$ cat config.mk
export PLATFORM = sky130hd
export DESIGN_NAME = abu_autobaud_uart
export DESIGN_NICKNAME = d
export VERILOG_FILES = /design/src/rtl/abu_pkg.sv /design/src/rtl/abu_line_sync.sv /design/src/rtl/abu_baud_lock.sv /design/src/rtl/abu_rx.sv /design/src/rtl/abu_tx.sv /design/src/rtl/abu_autobaud_uart.sv
export SDC_FILE = /design/constraint.sdc
export NUM_CORES = 1
export LEC_CHECK = 0
export BUFFER_PORTS_ARGS = -buffer_cell sky130_fd_sc_hd__clkbuf_2
export CORE_MARGIN = 4
export CORE_UTILIZATION = 65
export DETAILED_ROUTE_END_ITERATION = 10
export HOLD_SLACK_MARGIN = 0.03
export PLACE_DENSITY = 0.87
export SYNTH_ARGS = -nofsm -noshare
export SYNTH_HDL_FRONTEND = slang
export SYNTH_SLANG_ARGS = --single-unit
$ cat constraint.sdc
create_clock -name clk -period 5.55 [get_ports clk]
set_input_delay 0.8325 -clock clk [delete_from_list [all_inputs] [get_ports clk]]
set_output_delay 0.8325 -clock clk [all_outputs]
set_load 0.01 [all_outputs]
$ cat src/rtl/abu_pkg.sv
package abu_pkg;

    typedef enum logic [2:0] {
        CAL_ARM,
        CAL_IDLE,
        CAL_MEAS,
        CAL_SKIP,
        CAL_DONE
    } cal_st_e;

    typedef enum logic [1:0] {
        RX_IDLE,
        RX_START,
        RX_DATA,
        RX_STOP
    } rx_st_e;

endpackage

$ cat src/rtl/abu_line_sync.sv
module abu_line_sync (
    input  logic clk,
    input  logic rst_n,
    input  logic line_i,
    output logic line_o,
    output logic fall_o,
    output logic rise_o
);
    typedef struct packed {
        logic s1;
        logic s2;
        logic s3;
    } sync_t;

    sync_t q, d;

    always_comb begin
        d    = q;
        d.s1 = line_i;
        d.s2 = q.s1;
        d.s3 = q.s2;
    end

    always_ff @(posedge clk or negedge rst_n) begin
        if (!rst_n) q <= '{s1: 1'b1, s2: 1'b1, s3: 1'b1};
        else        q <= d;
    end

    assign line_o = q.s2;
    assign fall_o = q.s3 & ~q.s2;
    assign rise_o = ~q.s3 & q.s2;
endmodule

$ cat src/rtl/abu_baud_lock.sv
module abu_baud_lock import abu_pkg::*; #(
    parameter int MIN_DIV = 855,
    parameter int MAX_DIV = 3334,
    parameter int DIV_W   = 12
) (
    input  logic             clk,
    input  logic             rst_n,
    input  logic             line_i,
    input  logic             fall_i,
    input  logic             rise_i,
    output logic             locked_o,
    output logic [DIV_W-1:0] div_o
);
    localparam int CW = DIV_W + 4;

    typedef struct packed {
        cal_st_e          st;
        logic [CW-1:0]    cnt;
        logic [DIV_W-1:0] div;
    } lock_t;

    lock_t q, d;
    logic [CW-1:0] run_len;
    logic [CW-1:0] skip_len;

    always_comb begin
        d        = q;
        run_len  = q.cnt + CW'(1);
        skip_len = (CW'(q.div) << 3) + CW'(q.div >> 1);
        case (q.st)
            CAL_ARM:  if (line_i) d.st = CAL_IDLE;
            CAL_IDLE: if (fall_i) begin
                d.st  = CAL_MEAS;
                d.cnt = '0;
            end
            CAL_MEAS: begin
                if (rise_i) begin
                    if (run_len >= CW'(MIN_DIV) && run_len <= CW'(MAX_DIV)) begin
                        d.div = DIV_W'(run_len);
                        d.st  = CAL_SKIP;
                        d.cnt = '0;
                    end else begin
                        d.st = CAL_IDLE;
                    end
                end else if (q.cnt >= CW'(MAX_DIV)) begin
                    d.st = CAL_ARM;
                end else begin
                    d.cnt = q.cnt + CW'(1);
                end
            end
            CAL_SKIP: begin
                if (q.cnt == skip_len - CW'(1)) d.st = CAL_DONE;
                else                            d.cnt = q.cnt + CW'(1);
            end
            default: d.st = CAL_DONE;
        endcase
    end

    always_ff @(posedge clk or negedge rst_n) begin
        if (!rst_n) q <= '{st: CAL_ARM, cnt: '0, div: '0};
        else        q <= d;
    end

    assign locked_o = (q.st == CAL_DONE);
    assign div_o    = q.div;


    lock_sticky_chk: assert property (@(posedge clk) disable iff (!rst_n)
        locked_o |=> locked_o);


    div_window_chk: assert property (@(posedge clk) disable iff (!rst_n)
        locked_o |-> (int'(div_o) >= MIN_DIV && int'(div_o) <= MAX_DIV));
endmodule

$ cat src/rtl/abu_rx.sv
module abu_rx import abu_pkg::*; #(
    parameter int DIV_W = 12
) (
    input  logic             clk,
    input  logic             rst_n,
    input  logic             locked_i,
    input  logic [DIV_W-1:0] div_i,
    input  logic             line_i,
    input  logic             fall_i,
    output logic             valid_o,
    output logic [7:0]       data_o,
    output logic             ferr_o
);
    typedef struct packed {
        rx_st_e           st;
        logic [DIV_W-1:0] cnt;
        logic [2:0]       bitn;
        logic [7:0]       sh;
        logic [7:0]       data;
        logic             valid;
        logic             ferr;
    } rx_t;

    rx_t q, d;
    logic [DIV_W-1:0] half;

    always_comb begin
        d       = q;
        d.valid = 1'b0;
        d.ferr  = 1'b0;
        half    = div_i >> 1;
        case (q.st)
            RX_IDLE: if (locked_i && fall_i) begin
                d.st  = RX_START;
                d.cnt = '0;
            end
            RX_START: begin
                if (q.cnt == half - DIV_W'(1)) begin
                    d.cnt  = '0;
                    d.bitn = '0;
                    d.st   = line_i ? RX_IDLE : RX_DATA;
                end else begin
                    d.cnt = q.cnt + DIV_W'(1);
                end
            end
            RX_DATA: begin
                if (q.cnt == div_i - DIV_W'(1)) begin
                    d.cnt = '0;
                    d.sh  = {line_i, q.sh[7:1]};
                    if (q.bitn == 3'd7) d.st = RX_STOP;
                    else                d.bitn = q.bitn + 3'd1;
                end else begin
                    d.cnt = q.cnt + DIV_W'(1);
                end
            end
            default: begin
                if (q.cnt == div_i - DIV_W'(1)) begin
                    d.st = RX_IDLE;
                    if (line_i) begin
                        d.valid = 1'b1;
                        d.data  = q.sh;
                    end else begin
                        d.ferr = 1'b1;
                    end
                end else begin
                    d.cnt = q.cnt + DIV_W'(1);
                end
            end
        endcase
    end

    always_ff @(posedge clk or negedge rst_n) begin
        if (!rst_n) q <= '{st: RX_IDLE, cnt: '0, bitn: '0, sh: '0,
                           data: '0, valid: 1'b0, ferr: 1'b0};
        else        q <= d;
    end

    assign valid_o = q.valid;
    assign data_o  = q.data;
    assign ferr_o  = q.ferr;


    valid_pulse_chk: assert property (@(posedge clk) disable iff (!rst_n)
        valid_o |=> !valid_o);


    no_dual_evt_chk: assert property (@(posedge clk) disable iff (!rst_n)
        !(valid_o && ferr_o));
endmodule

$ cat src/rtl/abu_tx.sv
module abu_tx #(
    parameter int DIV_W = 12
) (
    input  logic             clk,
    input  logic             rst_n,
    input  logic             locked_i,
    input  logic [DIV_W-1:0] div_i,
    input  logic             start_i,
    input  logic [7:0]       data_i,
    output logic             txd_o,
    output logic             busy_o
);
    typedef struct packed {
        logic             busy;
        logic [9:0]       sh;
        logic [DIV_W-1:0] cnt;
        logic [3:0]       bitn;
    } tx_t;

    tx_t q, d;

    always_comb begin
        d = q;
        if (!q.busy) begin
            if (start_i && locked_i) begin
                d.sh   = {1'b1, data_i, 1'b0};
                d.cnt  = '0;
                d.bitn = '0;
                d.busy = 1'b1;
            end
        end else if (q.cnt == div_i - DIV_W'(1)) begin
            d.cnt = '0;
            d.sh  = {1'b1, q.sh[9:1]};
            if (q.bitn == 4'd9) d.busy = 1'b0;
            else                d.bitn = q.bitn + 4'd1;
        end else begin
            d.cnt = q.cnt + DIV_W'(1);
        end
    end

    always_ff @(posedge clk or negedge rst_n) begin
        if (!rst_n) q <= '{busy: 1'b0, sh: '1, cnt: '0, bitn: '0};
        else        q <= d;
    end

    assign txd_o  = q.sh[0];
    assign busy_o = q.busy;


    idle_unlocked_chk: assert property (@(posedge clk) disable iff (!rst_n)
        !locked_i |-> (txd_o && !busy_o));


    accept_gate_chk: assert property (@(posedge clk) disable iff (!rst_n)
        $rose(busy_o) |-> $past(start_i && locked_i));
endmodule

$ cat src/rtl/abu_autobaud_uart.sv
module abu_autobaud_uart #(
    parameter int MIN_DIV = 855,
    parameter int MAX_DIV = 3334
) (
    input  logic       clk,
    input  logic       rst_n,
    input  logic       rxd_i,
    output logic       txd_o,
    output logic       rx_valid_o,
    output logic [7:0] rx_data_o,
    output logic       rx_ferr_o,
    input  logic       tx_start_i,
    input  logic [7:0] tx_data_i,
    output logic       tx_busy_o,
    output logic       locked_o
);
    localparam int DIV_W = $clog2(MAX_DIV + 1);

    logic             line_s, fall_s, rise_s;
    logic [DIV_W-1:0] div;

    abu_line_sync u_sync (
        .clk(clk), .rst_n(rst_n), .line_i(rxd_i),
        .line_o(line_s), .fall_o(fall_s), .rise_o(rise_s)
    );

    abu_baud_lock #(.MIN_DIV(MIN_DIV), .MAX_DIV(MAX_DIV), .DIV_W(DIV_W)) u_lock (
        .clk(clk), .rst_n(rst_n), .line_i(line_s), .fall_i(fall_s),
        .rise_i(rise_s), .locked_o(locked_o), .div_o(div)
    );

    abu_rx #(.DIV_W(DIV_W)) u_rx (
        .clk(clk), .rst_n(rst_n), .locked_i(locked_o), .div_i(div),
        .line_i(line_s), .fall_i(fall_s), .valid_o(rx_valid_o),
        .data_o(rx_data_o), .ferr_o(rx_ferr_o)
    );

    abu_tx #(.DIV_W(DIV_W)) u_tx (
        .clk(clk), .rst_n(rst_n), .locked_i(locked_o), .div_i(div),
        .start_i(tx_start_i), .data_i(tx_data_i), .txd_o(txd_o),
        .busy_o(tx_busy_o)
    );
endmodule

==> key figures, run 1 <==
Outcome
  – Status: finished clean

Logic synthesis
  – Cell taking the most area after synthesis: dfrtp_1
  – Post-synth net total: 935
  – Yosys warnings: 0
  – Synthesized cell area: 7760 um^2
  – Seq/Total Area, Yosys: 31.2%
  – Most common cell in the netlist: dfrtp_1
  – Main synth FF type: dfrtp_1
  – Top cells by count, synth: 83 x dfrtp_1, 68 x nand2_1, 52 x inv_1
  – Top post-synthesis cells by area: dfrtp_1 27%, ha_1 6.4%, xnor2_1 5.1%, dfstp_2 4.4%, nand2_1 3.3%
  – Syn Area/Cell: 8.80 um^2
  – Post-synth cell types: 84
  – Post-Syn Instances: 882
  – FFs w/ async S/R, synth: 100%
  – Post-synth EDFFs: 0
  – Number of synthesized register bits: 96
  – Top-area cell type share of the netlist area: 26.8%

Route
  – Routed WL: 20400 um
  – DRC violations left: 0
  – WL/cell: 20.4 um
  – Via count: 6769
  – Antenna violation net count after detailed routing: 0
  – Vias/cell: 6.78
  – Pre-antenna DRT Iters: 5
  – Initial DRC Count: 798

Worst setup path
  – CP Capture Type: flop
  – Worst Path Required: 5.80 ns
  – Worst flop-to-flop path startpoint: u_lock.div_o[5]
  – Crit-path leading delay family: compound AO/OA/AOI/OAI gates
  – Buf/Inv on CP: 3
  – Max incr delay on CP: 0.65 ns
  – CP Cell Sequence: inv_1, ha_1, inv_1, ha_1, a21oi_1, o21ai_0, a32oi_1, o31ai_1, a2111oi_2, and4_1, a21o_1, inv_2, mux2_2
  – Slowest cell on the critical path: dfrtp_1
  – Crit start category: flop
  – Launch point of the worst path: u_lock.div_o[5]
  – Worst EP arrival: 4.45 ns
  – Worst setup path class: reg2reg
  – Worst-path maximum fanout: 11

Power
  – Leakage power: 3.66 nW
  – Net Sw Power: 0.597 mW
  – Register share of total power: 45.9%
  – Clock power share: 36.5%
  – Pwr Density: 217 nW/um^2
  – Comb power frac: 17.6%
  – Pint: 1.15 mW
  – VDD IR max: 179 uV
  – Sw Ratio: 34.1%

Run
  – Max-cap violations: 0

STA
  – Worst slew pin tran: 0.867 ns
  – Clock skew: 0.0102 ns
  – Final hold vios: 0
  – Slew Viols, Final: 0
  – Setup TNS: 0 ns
  – Max frequency: 238 MHz
  – Worst hold slack: 0.362 ns
  – Crit share post-route: 75.6%
  – Slew HR: 42.2%
  – Final critical-path required period: 4.20 ns
  – Final setup violation count: 0
  – RSZ-0062 raised after global routing: false

Global route
  – Gr ovfl total: 0
  – Global-route wire length before repair: 33300 um
  – Vias in the first global route: 6686
  – Initial antenna violation count: 0
  – Gr usage total: 30.5%
  – Largest net degree at the start of global routing: 50

CTS
  – Clock Latency Late Sink: 0.36 ns
  – H-tree depth: 3
  – CTS tree: yes
  – CTS sink count: 96
  – Postcts setup bufs: 0
  – PostCTS Resize Cnt: 0
  – Clk buf depth: 2
  – CTS Buf Count: 9
  – CTS clk-pin slew, worst paths: 0.08 ns
  – Clk root buf: clkbuf_16
  – Hold-fix buffer count after cts: 0

Placed design
  – Port Buf Inserts: 24
  – Final GP Congestion: 1.02
  – DP Wirelength: 15000 um

Final layout
  – Nets: 903
  – Core Util, Final: 69.7%
  – Area grow syn2layout: 3.76%
  – Diode count: 0
  – Ratio of cells with drive above 1 in the final layout: 10.9%

Die
  – Starting density of the core: 67.1%
  – Die W: 117 um
  – Top Ports: 25
  – FP Rows: 39
  – Die height: 117 um
  – Total Die Area: 13800 um^2
  – Core ar.: 11600 um^2

Min path
  – Type of the most critical hold path: reg2reg
  – Hold Startpoint: u_sync.d[1]
## worst paths after layout
kind | to | slack, ns | depth (start not counted)
max in group asynchronous | u_rx.q[11] | 4.01 | 2
hold reg to reg | u_sync.line_o | 0.36 | 0
hold / removal | u_sync.line_o | 0.36 | 0
setup reg to reg | u_lock.q[13] | 1.35 | 13
setup / recovery | u_lock.q[13] | 1.35 | 13
min in group asynchronous | u_lock.div_o[2] | 0.50 | 1
## stage by stage
step / std cells / power [mW] / area [um^2] / setup slack, ns
2_1_floorplan: 882 / 1.01 / 7760 / 2.06
3_3_place_gp: 982 / 1.09 / 7740 / 1.57
3_5_place_dp: 982 / 1.11 / 7740 / 1.46
4_1_cts: 998 / 1.74 / 8060 / 1.44
5_1_grt: 998 / 1.82 / 8060 / 1.06
6_report: 998 / 1.75 / 8060 / 1.35
## worst register-to-register path: stages, from the launching register on
cell and delay, ns:
dfrtp_1 0.65, inv_1 0.17, ha_1 0.31, inv_1 0.04, ha_1 0.39, a21oi_1 0.22, o21ai_0 0.27, a32oi_1 0.30
o31ai_1 0.14, a2111oi_2 0.38, and4_1 0.41, a21o_1 0.40, inv_2 0.13, mux2_2 0.29
## state kept, by name, summed over array words and instances (netlist names)
| signal | flops |
|---|---|
| u_lock.div_o | 12 |
| u_lock.q | 19 |
| u_rx.data_o | 8 |
| u_rx.ferr_o | 1 |
| u_rx.q | 25 |
| u_rx.valid_o | 1 |
| u_sync.d | 1 |
| u_sync.line_o | 1 |
| u_sync.q | 1 |
| u_tx.busy_o | 1 |
| u_tx.q | 25 |
| u_tx.txd_o | 1 |
## routing by layer
metal	global-route usage [%]	wire, um	vias up
met5	0	0	-
met4	12.4	747	0
li1	-	-	3115
met1	40.1	8360	3251
met2	50.5	9850	335
met3	4.52	1440	68
## layout by cell type, fill, tap and decap left out, types with 15 or more instances in the layout
cell / netlist / layout
dfrtp_1: 83 / 83
nand2_1: 68 / 68
inv_1: 52 / 52
nor2_1: 49 / 49
xnor2_1: 45 / 45
o21ai_0: 40 / 40
ha_1: 40 / 40
a21oi_1: 39 / 39
nand3_1: 33 / 33
xor2_1: 26 / 26
clkbuf_2: 0 / 23
and3_1: 19 / 19
mux2_2: 19 / 19
nor2b_1: 17 / 17
a21o_1: 16 / 16
a211oi_1: 16 / 16
nor3_1: 15 / 15
nand4_1: 15 / 15
## cells by family (layout without fill, tap and decap cells)
| family | count (synthesis) | in the layout | share of synthesized area (%) |
|---|---|---|---|
| AND/OR/NAND/NOR | 296 | 296 | 21.1 |
| multiplexers | 33 | 33 | 4.56 |
| AO/OA/AOI/OAI | 216 | 216 | 19.7 |
| adder cells (fa/ha/maj) | 42 | 42 | 6.83 |
| XOR/XNOR | 77 | 77 | 9.75 |
| flip-flops | 96 | 96 | 31.2 |
| buffers and inverters | 122 | 95 | 6.90 |
## power groups by stage
stage | clock [mW] | combinational (mW) | sequential [mW]
global route | 0.674 | 0.334 | 0.808
finish | 0.637 | 0.308 | 0.803
global placement | 0 | 0.288 | 0.806
detailed placement | 0 | 0.298 | 0.813
CTS | 0.643 | 0.301 | 0.800
floorplan | 0 | 0.263 | 0.750
## area by class of cell
cell class,instances,area [um^2]
multi-input cells,664,4810
fillers,874,3510
flip-flops and latches,96,2420
clock buffers,9,225
inverters,53,199
well taps,143,179
repair buffers,26,138
clock inverters,7,86.3
Power figures use the tool's default switching activity.
==> inputs of run 2 (changes only) <==
ABC_AREA = 1   (was not set)
CORE_UTILIZATION = 64   (was 65)
PLACE_DENSITY = 0.86   (was 0.87)
clock period = 4.4 ns   (was 5.55 ns; I/O delays follow)
==> run 2 against run 1 <==
Effect of this change: total power increased by 64%; final cell count rose by 37%; sequential cell count did not move; worst setup slack lost 0.31 ns; global-route usage fell by 3.3 points; sequential power rose by 47%; critical path type unchanged; largest cell class unchanged; largest power group unchanged.
==> key figures, run 2 <==
Placed design
  – Placed cell areas: 8190 um^2 (was 7740 um^2)
  – DP Wirelength: 14700 um (was 15000 um)
  – Port Buf Inserts: 24 (unchanged)
  – Final GP Congestion: 0.948 (was 1.02)

Final layout
  – FILL cells: 1060 (was 874)
  – Commonest non-fill, non-tap cell in the layout: nand2_1 (was dfrtp_1)
  – Ratio of cells with drive above 1 in the final layout: 10.7% (was 10.9%)
  – Nets: 1249 (was 903)
  – Most frequent cells in the layout: 393 x nand2_1, 147 x nand3_1, 145 x inv_1, 91 x nor2_1, 83 x dfrtp_1 (was 83 x dfrtp_1, 68 x nand2_1, 52 x inv_1, 49 x nor2_1, 45 x xnor2_1)
  – Diode count: 0 (unchanged)
  – Area grow syn2layout: 4.51% (was 3.76%)
  – Largest registers: u_rx.q (25), u_tx.q (25), u_lock.q (19) (unchanged)
  – Final instance area: 8470 um^2 (was 8060 um^2)

CTS
  – H-tree depth: 3 (unchanged)
  – PostCTS Resize Cnt: 0 (unchanged)
  – CTS sink count: 96 (unchanged)
  – Postcts setup bufs: 0 (unchanged)
  – CTS Buf Count: 9 (unchanged)
  – CTS clk-pin slew, worst paths: 0.08 ns (about the same)
  – Clock Latency Late Sink: 0.36 ns (about the same)
  – Hold-fix buffer count after cts: 0 (unchanged)
  – Clk root buf: clkbuf_16 (unchanged)
  – CTS tree: yes (unchanged)
  – Clk buf depth: 2 (unchanged)

Worst setup path
  – Max incr delay on CP: 0.49 ns (was 0.65 ns)
  – Critical R2R Capture: u_lock.q[14] (was u_lock.q[13])
  – Reg2Reg Setup Slack: 1.04 ns (was 1.35 ns)
  – Launch point of the worst path: u_lock.div_o[11] (was u_lock.div_o[5])
  – Critical Path Stages: 15 (was 13)
  – Worst setup path class: reg2reg (unchanged)
  – CP Capture Type: flop (unchanged)
  – Buf/Inv on CP: 2 (was 3)
  – Worst flop-to-flop path startpoint: u_lock.div_o[11] (was u_lock.div_o[5])
  – Cells on worst reg2reg path: 15 (was 13)
  – CP Cell Sequence: inv_1, ha_1, inv_1, ha_1, a21oi_1, nand2_1, a21oi_1, nand3_1, nand3_1, nand2_1, nor2_1, nand4_2, nand3_4, nand2_1, nand2_1 (was inv_1, ha_1, inv_1, ha_1, a21oi_1, o21ai_0, a32oi_1, o31ai_1, a2111oi_2, and4_1, a21o_1, inv_2, mux2_2)
  – Worst-path maximum fanout: 17 (was 11)
  – Crit-path leading delay family: simple AND/OR/NAND/NOR gates (was compound AO/OA/AOI/OAI gates)
  – Crit start category: flop (unchanged)
  – Slowest cell on the critical path: dfrtp_1 (unchanged)
  – Worst EP arrival: 3.65 ns (was 4.45 ns)
  – Worst Path Required: 4.69 ns (was 5.80 ns)
  – Critical Path Sink: u_lock.q[14] (was u_lock.q[13])
  – Crit path top cell by count: nand2_1

STA
  – Worst slew pin tran: 1.06 ns (was 0.867 ns)
  – Slew Viols, Final: 0 (unchanged)
  – Final setup violation count: 0 (unchanged)
  – Final hold vios: 0 (unchanged)
  – Clock skew: 0.0136 ns (was 0.0102 ns)
  – RSZ-0062 raised after global routing: false (unchanged)
  – Max frequency: 298 MHz (was 238 MHz)
  – Setup TNS: 0 ns (unchanged)
  – Crit share post-route: 76.3% (was 75.6%)
  – Slew HR: 28.9% (was 42.2%)
  – Final critical-path required period: 3.36 ns (was 4.20 ns)

Logic synthesis
  – Yosys warnings: 0 (unchanged)
  – Number of synthesized register bits: 96 (unchanged)
  – Post-synth net total: 1253 (was 935)
  – Top cells by count, synth: 393 x nand2_1, 147 x nand3_1, 145 x inv_1 (was 83 x dfrtp_1, 68 x nand2_1, 52 x inv_1)
  – Post-synth EDFFs: 0 (unchanged)
  – Top post-synthesis cells by area: dfrtp_1 26%, nand2_1 18%, nand3_1 9.1%, inv_1 6.7%, ha_1 6.2% (was dfrtp_1 27%, ha_1 6.4%, xnor2_1 5.1%, dfstp_2 4.4%, nand2_1 3.3%)
  – Syn Area/Cell: 6.76 um^2 (was 8.80 um^2)
  – Most common cell in the netlist: nand2_1 (was dfrtp_1)
  – Synthesized cell area: 8110 um^2 (was 7760 um^2)
  – Main synth FF type: dfrtp_1 (unchanged)
  – Post-synth cell types: 47 (was 84)
  – Seq/Total Area, Yosys: 29.8% (was 31.2%)
  – FFs w/ async S/R, synth: 100% (unchanged)
  – Top-area cell type share of the netlist area: 25.6% (was 26.8%)
  – Post-Syn Instances: 1200 (was 882)
  – Cell taking the most area after synthesis: dfrtp_1 (unchanged)

Run
  – Max-cap violations: 0 (unchanged)

Power
  – Net Sw Power: 1.16 mW (was 0.597 mW)
  – Pint: 1.70 mW (was 1.15 mW)
  – Register share of total power: 41.1% (was 45.9%)
  – Clock power share: 27.1% (was 36.5%)
  – Pwr Density: 338 nW/um^2 (was 217 nW/um^2)
  – Sw Ratio: 40.5% (was 34.1%)
  – Comb power frac: 31.8% (was 17.6%)
  – VDD IR max: 315 uV (was 179 uV)
  – Leakage power: 4.41 nW (was 3.66 nW)

Route
  – Via count: 7503 (was 6769)
  – Initial DRC Count: 529 (was 798)
  – Pre-antenna DRT Iters: 5 (unchanged)
  – Antenna violation net count after detailed routing: 0 (unchanged)
  – WL/cell: 14.0 um (was 20.4 um)
  – DRC violations left: 0 (unchanged)
  – Vias/cell: 5.48 (was 6.78)
  – Routed WL: 19200 um (was 20400 um)

Die
  – Core ar.: 12200 um^2 (was 11600 um^2)
  – Die height: 121 um (was 117 um)
  – Starting density of the core: 66.4% (was 67.1%)
  – FP Rows: 40 (was 39)
  – Total Die Area: 14500 um^2 (was 13800 um^2)
  – Die W: 121 um (was 117 um)
  – Top Ports: 25 (unchanged)

Global route
  – Initial antenna violation count: 0 (unchanged)
  – Largest net degree at the start of global routing: 66 (was 50)
  – Global-route wire length before repair: 32700 um (was 33300 um)
  – Vias in the first global route: 7102 (was 6686)
  – Gr usage total: 27.2% (was 30.5%)
  – Gr ovfl total: 0 (unchanged)

Min path
  – Type of the most critical hold path: reg2reg (unchanged)

Outcome
  – Status: finished clean (unchanged)
-- run 2: cell count changes in the layout (fill, tap and decap cells not counted), sizes merged, moves of 19 or more --
cell	previous run	this run
a21oi	39	17
inv	55	163
mux2	19	0
nand2	68	407
nand3	33	151
nor2	49	101
xnor2	45	19
xor2	26	46
-- run 2: worst min path at each step --
stage	startpoint	slack (ns)	cells after the start	to
CTS	u_sync.d[1]	0.36	0	u_sync.line_o
detailed placement	u_sync.d[1]	0.35	0	u_sync.line_o
global placement	u_sync.d[1]	0.35	0	u_sync.line_o
global route	u_sync.d[1]	0.37	0	u_sync.line_o
finish	u_sync.d[1]	0.36	0	u_sync.line_o
floorplan	u_sync.d[1]	0.35	0	u_sync.line_o
-- run 2: stage by stage --
stage,hold slack [ns],setup slack (ns),utilization (%),std cells,power (mW)
2_1_floorplan,0.345,1.71,-,1200,1.90
3_3_place_gp,0.346,1.23,67.0,1353,2.04
3_5_place_dp,0.350,1.12,67.0,1353,2.08
4_1_cts,0.360,1.08,69.4,1369,2.86
5_1_grt,0.367,0.751,69.4,1369,3.03
6_report,0.358,1.04,69.4,1369,2.86
-- run 2: metal layers --
| metal | global-route usage [%] | wire length (um) | vias to the layer above |
|---|---|---|---|
| li1 | - | - | 3790 |
| met5 | 0 | 0 | - |
| met1 | 35.3 | 8500 | 3492 |
| met4 | 11.4 | 605 | 0 |
| met3 | 3.74 | 775 | 42 |
| met2 | 45.7 | 9330 | 179 |
-- run 2: cell families (layout without fill, tap and decap cells) --
family / Yosys count / count (layout) / share of synthesized area (%)
flops: 96 / 96 / 29.8
compound gates: 73 / 73 / 6.39
fa+ha+maj: 41 / 41 / 6.42
simple gates: 723 / 723 / 39.5
buf+inv: 202 / 203 / 10.8
xor+xnor: 65 / 65 / 7.11
-- run 2: cell type report --
cell class	count	area, um^2	share of cell area [%]
clock inverter	7	62.6	0.738
tap	168	210	2.48
clock buffer	9	225	2.66
multi-input combinational	902	4820	56.8
sequential	96	2420	28.5
timing repair buffer	25	130	1.54
inverter	162	611	7.21
-- run 2: worst reg2reg max path, stage by stage (launching register included) --
cell     delay (ns)
dfrtp_1        0.49
inv_1          0.21
ha_1           0.33
inv_1          0.04
ha_1           0.34
a21oi_1        0.19
nand2_1        0.10
a21oi_1        0.21
nand3_1        0.12
nand3_1        0.10
nand2_1        0.07
nor2_1         0.15
nand4_2        0.41
nand3_4        0.36
nand2_1        0.09
nand2_1        0.07
-- run 2: power groups by stage --
stage	logic, mW	clock network (mW)	registers [mW]
final	0.909	0.775	1.18
after global placement	0.858	0	1.18
after global routing	1.02	0.820	1.19
after detailed placement	0.893	0	1.18
after CTS	0.903	0.783	1.17
after floorplan	0.772	0	1.13
